### config.mk
export PLATFORM = sky130hd
export DESIGN_NAME = rst_opt_ctl
export DESIGN_NICKNAME = d
export VERILOG_FILES = /design/src/rtl/rso_pkg.sv /design/src/rtl/rso_src_latch.sv /design/src/rtl/rso_cause_reg.sv /design/src/rtl/rso_opt_fsm.sv /design/src/rtl/rst_opt_ctl.sv
export SDC_FILE = /design/constraint.sdc
export NUM_CORES = 1
export LEC_CHECK = 0
export BUFFER_PORTS_ARGS = -buffer_cell sky130_fd_sc_hd__buf_4
export CAP_MARGIN = 15
export CORE_ASPECT_RATIO = 1.2
export CORE_MARGIN = 3
export CORE_UTILIZATION = 40
export DETAILED_ROUTE_END_ITERATION = 10
export GPL_ROUTABILITY_DRIVEN = 0
export SKIP_CTS_REPAIR_TIMING = 1
export SLEW_MARGIN = 30
export SYNTH_ARGS = -nofsm -noshare
export SYNTH_HDL_FRONTEND = slang
export SYNTH_SLANG_ARGS = --single-unit
### constraint.sdc
create_clock -name clk -period 1.4 [get_ports clk]
set_input_delay 0.28 -clock clk [delete_from_list [all_inputs] [get_ports clk]]
set_output_delay 0.28 -clock clk [all_outputs]
set_load 0.1 [all_outputs]
### src/rtl/rso_pkg.sv
package rso_pkg;

    typedef enum logic [1:0] {
        S_HOLD   = 2'd0,
        S_OPEN   = 2'd1,
        S_LOCKED = 2'd2
    } lock_state_e;

    typedef struct packed {
        logic dbg;
        logic por;
        logic lvd;
        logic pin;
        logic wdog;
        logic ilop;
        logic ilad;
    } rst_src_t;

    localparam int unsigned BYTE_W = 8;

    // cause byte bit positions
    localparam int unsigned CB_POR  = 7;
    localparam int unsigned CB_PIN  = 6;
    localparam int unsigned CB_WDOG = 5;
    localparam int unsigned CB_ILOP = 4;
    localparam int unsigned CB_ILAD = 3;
    localparam int unsigned CB_LVD  = 1;

    // options: reset pattern for bits 7..1 and writable mask
    localparam logic [BYTE_W-1:0] OPT_RST   = 8'hD2;
    localparam logic [BYTE_W-1:0] OPT_WMASK = 8'hF3;

    function automatic logic [BYTE_W-1:0] cause_encode(input rst_src_t s);
        logic [BYTE_W-1:0] v;
        v = '0;
        if (s.dbg) begin
            v = '0;
        end else if (s.por) begin
            v[CB_POR] = 1'b1;
            v[CB_LVD] = 1'b1;
        end else if (s.lvd) begin
            v[CB_LVD] = 1'b1;
        end else begin
            v[CB_PIN]  = s.pin;
            v[CB_WDOG] = s.wdog;
            v[CB_ILOP] = s.ilop;
            v[CB_ILAD] = s.ilad;
        end
        return v;
    endfunction

endpackage

### src/rtl/rso_src_latch.sv
module rso_src_latch
    import rso_pkg::*;
(
    input  logic     clk,
    input  logic     rst_n,
    input  rst_src_t src_in,
    output rst_src_t src_q
);
    // follows the sources while reset is held, frozen once released
    always_ff @(posedge clk) begin
        if (!rst_n) begin
            src_q <= src_in;
        end
    end
endmodule

### src/rtl/rso_cause_reg.sv
module rso_cause_reg
    import rso_pkg::*;
(
    input  logic              clk,
    input  logic              rst_n,
    input  logic              capture,
    input  rst_src_t          src_q,
    output logic [BYTE_W-1:0] cause
);
    always_ff @(posedge clk) begin
        if (capture) begin
            cause <= cause_encode(src_q);
        end
    end

    AST_CAUSE_HELD: assert property (@(posedge clk) disable iff (!rst_n)
        !capture |=> $stable(cause)) else $error("cause changed outside capture");

    AST_DBG_CLEARS: assert property (@(posedge clk) disable iff (!rst_n)
        (capture && src_q.dbg) |=> (cause == '0)) else $error("debug reset not clear");

    AST_RSVD_ZERO: assert property (@(posedge clk) disable iff (!rst_n)
        capture |=> (!cause[2] && !cause[0])) else $error("reserved cause bits set");

    AST_POR_PAIR: assert property (@(posedge clk) disable iff (!rst_n)
        (capture && !src_q.dbg && src_q.por) |=> (cause[CB_POR] && cause[CB_LVD])) else $error("por pair");
endmodule

### src/rtl/rso_opt_fsm.sv
module rso_opt_fsm
    import rso_pkg::*;
(
    input  logic              clk,
    input  logic              rst_n,
    input  logic              por_in,
    input  logic              opt_wr,
    input  logic [BYTE_W-1:0] opt_wdata,
    output logic [BYTE_W-1:0] opt_q,
    output logic              capture
);
    lock_state_e state, state_nx;
    logic        wr_ok;

    always_comb begin
        state_nx = state;
        unique case (state)
            S_HOLD:   state_nx = S_OPEN;
            S_OPEN:   if (opt_wr) state_nx = S_LOCKED;
            S_LOCKED: state_nx = S_LOCKED;
            default:  state_nx = S_HOLD;
        endcase
    end

    always_ff @(posedge clk) begin
        if (!rst_n) state <= S_HOLD;
        else        state <= state_nx;
    end

    always_comb begin
        capture = 1'b0;
        wr_ok   = 1'b0;
        unique case (state)
            S_HOLD:   capture = rst_n;
            S_OPEN:   wr_ok   = 1'b1;
            S_LOCKED: wr_ok   = 1'b0;
            default:  capture = 1'b0;
        endcase
    end

    always_ff @(posedge clk) begin
        if (!rst_n) begin
            opt_q[BYTE_W-1:1] <= OPT_RST[BYTE_W-1:1];
            if (por_in) opt_q[0] <= 1'b0;
        end else if (wr_ok && opt_wr) begin
            opt_q <= opt_wdata & OPT_WMASK;
        end
    end

    AST_LOCK_STICKY: assert property (@(posedge clk) disable iff (!rst_n)
        (state == S_LOCKED) |=> (state == S_LOCKED)) else $error("lock lost");

    AST_OPT_FROZEN: assert property (@(posedge clk) disable iff (!rst_n)
        (state == S_LOCKED) |=> $stable(opt_q)) else $error("locked options changed");

    AST_REOPEN: assert property (@(posedge clk) disable iff (!rst_n)
        capture |=> (state == S_OPEN)) else $error("not reopened");

    AST_OPT_RSVD: assert property (@(posedge clk) disable iff (!rst_n)
        capture |-> (opt_q[3:2] == 2'b00)) else $error("options reserved bits");
endmodule

### src/rtl/rst_opt_ctl.sv
module rst_opt_ctl
    import rso_pkg::*;
#(
    parameter int unsigned ADDR_W    = 2,
    parameter int unsigned CAUSE_ADR = 0,
    parameter int unsigned OPT_ADR   = 1
) (
    input  logic              clk,
    input  logic              rst_n,
    input  logic              src_por,
    input  logic              src_lvd,
    input  logic              src_pin,
    input  logic              src_wdog,
    input  logic              src_ilop,
    input  logic              src_ilad,
    input  logic              src_dbg,
    input  logic              sel,
    input  logic              wr,
    input  logic [ADDR_W-1:0] addr,
    input  logic [7:0]        wdata,
    output logic [7:0]        rdata,
    output logic              wdog_clr
);
    localparam logic [ADDR_W-1:0] A_CAUSE = ADDR_W'(CAUSE_ADR);
    localparam logic [ADDR_W-1:0] A_OPT   = ADDR_W'(OPT_ADR);

    rst_src_t          src_in, src_q;
    logic              capture;
    logic [BYTE_W-1:0] cause, opt_q;
    logic              cause_wr, opt_wr;

    assign src_in = '{dbg: src_dbg, por: src_por, lvd: src_lvd, pin: src_pin,
                      wdog: src_wdog, ilop: src_ilop, ilad: src_ilad};

    assign cause_wr = sel && wr && (addr == A_CAUSE);
    assign opt_wr   = sel && wr && (addr == A_OPT);

    rso_src_latch u_latch (
        .clk    (clk),
        .rst_n  (rst_n),
        .src_in (src_in),
        .src_q  (src_q)
    );

    rso_cause_reg u_cause (
        .clk     (clk),
        .rst_n   (rst_n),
        .capture (capture),
        .src_q   (src_q),
        .cause   (cause)
    );

    rso_opt_fsm u_opt (
        .clk       (clk),
        .rst_n     (rst_n),
        .por_in    (src_por),
        .opt_wr    (opt_wr),
        .opt_wdata (wdata),
        .opt_q     (opt_q),
        .capture   (capture)
    );

    always_ff @(posedge clk) begin
        if (!rst_n) wdog_clr <= 1'b0;
        else        wdog_clr <= cause_wr;
    end

    always_comb begin
        rdata = '0;
        if (sel) begin
            if (addr == A_CAUSE)    rdata = cause;
            else if (addr == A_OPT) rdata = opt_q;
        end
    end

    AST_WDOG_FROM_WRITE: assert property (@(posedge clk) disable iff (!rst_n)
        wdog_clr |-> $past(cause_wr)) else $error("stray watchdog clear");

    AST_WDOG_FOLLOWS: assert property (@(posedge clk) disable iff (!rst_n)
        cause_wr |=> wdog_clr) else $error("missing watchdog clear");
endmodule

==> flow_metrics.env <==
export IMPL_result_of_the_run="complete, no violations"
export IMPL_drtIter0Drc=4
export IMPL_critical_path_max_stage_delay_ns=0.40
export IMPL_delay_heaviest_family_cp="flip-flops"
export IMPL_finish_utilization_pct=58.4
export IMPL_ys_warnings_count=0
export IMPL_die_area_mm2=0.00311
export IMPL_finalSetupViolations=0
export IMPL_grt_first_pass_wirelength_mm=2.53
export IMPL_whs_path_depth=1
export IMPL_netlist_top_cell_by_area="edfxtp_1"
export IMPL_cts_htree_levels=1
export IMPL_nFillCells=216
export IMPL_first_global_vias=661
export IMPL_core_area_mm2=0.00233
export IMPL_root_buffer="clkbuf_4"
export IMPL_ys_flop_type="edfxtp_1"
export IMPL_timing_max_cap_violations=0
export IMPL_setup_worst_path_class="reg -> out"
export IMPL_count_of_nets_after_finishing=140
export IMPL_critPathMaxFanout=1
export IMPL_grt_total_usage_pct=11.0
export IMPL_synth_area_mux_share_pct=13.3
export IMPL_synth_edff_count=14
export IMPL_synth_compound_gate_area_share_pct=0.758
export IMPL_path_buf_inv=1
export IMPL_gr_total_overflow=0
export IMPL_setup_tns_final_ns=0
export IMPL_asyncSetResetFlopFracSynth_pct=0
export IMPL_syn_area_um2=991
export IMPL_hp_class="in -> reg"
export IMPL_vias=654
export IMPL_tritoncts_buffer_count=3
export IMPL_yosysSeqAreaShare_pct=58.6
export IMPL_drive_above_1_share_pct=39.1
export IMPL_ir_drop_mv=0.690
export IMPL_r2r_slack_ns=0.14
export IMPL_final_setup_worst_slack_ns=0.00846
export IMPL_num_clock_sinks=22
export IMPL_grt_antenna_before_repair=0
export IMPL_netlist_top_cells_area="edfxtp_1 (42%), dfxtp_1 (16%), mux2i_1 (12%)"
export IMPL_synthCells=85
export IMPL_layout_cells_most_common_list="buf_4 (23), edfxtp_1 (14), mux2i_1 (11)"
export IMPL_clkTransAtPathRegs_ns=0.12
export IMPL_critical_path_cell_chain="mux2i_2, nor2_2, buf_6"
export IMPL_avgSynthCellArea_um2=11.7
export IMPL_finalHoldViolations=0
export IMPL_place_worst_setup_slack_ns=0.0515
export IMPL_route_detailed_wl_per_inst_um=10.5
export IMPL_grt_use_met1_pct=11.4
export IMPL_setup_repair_after_global_routing_missed_its_margin="yes"
export IMPL_first_pass_iters=3
export IMPL_areaGrowthSynthToFinish_pct=37.2
export IMPL_dp_cells=142
export IMPL_grt_busiest_layer="met2"
export IMPL_critPathSlowestCell="edfxtp_1"
export IMPL_power_static_leakage_nw=0.552
export IMPL_fin_worst_skew_ns=0.00607
export IMPL_synth_top_family_by_area="simple AND/OR/NAND/NOR gates"
export IMPL_r2r_start="u_opt.state[1]"
export IMPL_period_share_pct=99.4
export IMPL_drt_vias_per_instance=4.48
export IMPL_cp_arrival_ns=1.11
export IMPL_critPathCaptureType="output pin"
export IMPL_yosysUniqueCellTypes=21
export IMPL_grt_start_max_net_pins=14
export IMPL_synth_simple_gate_area_share_pct=18.7
export IMPL_power_per_cell_area_mw_per_mm2=1260
export IMPL_port_buffers=26
export IMPL_final_antenna_net_count=0
export IMPL_totalWireLength_mm=1.53
export IMPL_dpl_hpwl_mm=1.17
export IMPL_r2r_cells=5
export IMPL_num_io_pins=30
export IMPL_cp_start_kind="flop"
export IMPL_initial_utilization_pct=42.5
export IMPL_synth_top_cell_area_share_pct=42.4
export IMPL_antenna_cells=0
export IMPL_post_route_min_period_ns=1.39
export IMPL_post_layout_nonfiller_instances=146
export IMPL_floorplan_die_width_um=51.4
export IMPL_max_clock_path_buffers=2
export IMPL_finalMaxSlewViolations=0
export IMPL_timing_hold_worst_start="src_dbg"
export IMPL_drc=0
export IMPL_die_y_um=60.5
export IMPL_worstSkewPairLatency_ns=0.30
export IMPL_fmax_mhz=719
export IMPL_gr_met3_demand_resource_pct=2.95
export IMPL_yosys_area_share_adder_pct=3.79
export IMPL_tritoncts="yes"
export IMPL_yosys_register_bits=22
export IMPL_synth_xor_xnor_area_share_pct=0
export IMPL_final_common_cell="buf_4"
export IMPL_rr_endpoint="u_opt.opt_q[0]"
export IMPL_critPathRequiredTime_ns=1.12
export IMPL_hold_path_endpoint="u_latch.src_q[6]"
export IMPL_number_of_core_rows=19
export IMPL_synth_nets=109
export IMPL_groute_layer_met2_usage_pct=19.6
==> worst register-to-register path, cell delays in order, from the launching register on <==
cell,delay [ns]
dfxtp_1,0.34
inv_1,0.07
ha_1,0.20
nand3_1,0.12
nor2_4,0.04
mux2_2,0.27
==> power breakdown <==
part / internal, W / switching [W]
clock: 0.000289 / 0.000188
sequential: 0.000786 / 0.0000303
combinational: 0.000173 / 0.000251
==> state kept, by name (all words and copies together), names as in the netlist <==
name and count:
u_latch.src_q 7, u_cause.cause 6, u_opt.opt_q 6, u_opt.state 2
wdog_clr 1
==> cell usage after synthesis, types with 2 or more instances <==
cell type,n
and2_1,6
nor3_1,2
mux2i_1,12
inv_1,2
buf_6,2
nor2_1,16
edfxtp_1,14
dfxtp_1,8
nand2_1,9
ha_1,3
==> area by class of cell <==
type / count / area (um^2) / share of cell area (%)
flip-flops and latches: 22 / 581 / 42.7
inverters: 3 / 11.3 / 0.828
clock inverters: 1 / 30.0 / 2.21
multi-input cells: 56 / 395 / 29.1
clock buffers: 3 / 22.5 / 1.66
repair buffers: 30 / 282 / 20.7
well taps: 31 / 38.8 / 2.85
==> through the flow <==
stage / power, W / hold slack, ns / area, um^2
after floorplan: 0.00113 / 0.379 / 1020
after global placement: 0.00122 / 0.447 / 1250
after detailed placement: 0.00124 / 0.458 / 1250
after CTS: 0.00172 / 0.130 / 1300
after global routing: 0.00182 / 0.116 / 1360
final: 0.00172 / 0.142 / 1360
==> layer usage <==
layer | share of wire [%] | vias up
met5 | 0 | -
met2 | 50 | 24
met4 | 1.6 | 0
met3 | 6.6 | 4
met1 | 41 | 286
li1 | - | 340
==> worst max path at each step <==
| stage | cells past startpoint | slack (ns) | startpoint | end |
|---|---|---|---|---|
| floorplan | 3 | -0.26 | addr[1] | rdata[3] |
| finish | 3 | 0.008 | u_cause.cause[7] | rdata[7] |
| global route | 3 | -0.08 | u_cause.cause[6] | rdata[6] |
| CTS | 3 | -0.04 | u_cause.cause[7] | rdata[7] |
| detailed placement | 4 | 0.05 | addr[1] | rdata[3] |
| global placement | 4 | 0.05 | addr[1] | rdata[3] |
==> cell families (layout without fill, tap and decap cells) <==
kind of cell               count (synthesis)  in the layout
AOI/OAI and AO/OA                          1              1
adders and majority gates                  3              3
buffers and inverters                      7             37
DFF                                       22             22
muxes                                     13             13
other                                      1              1
and+or+nand+nor                           38             38
Power figures use the tool's default switching activity.
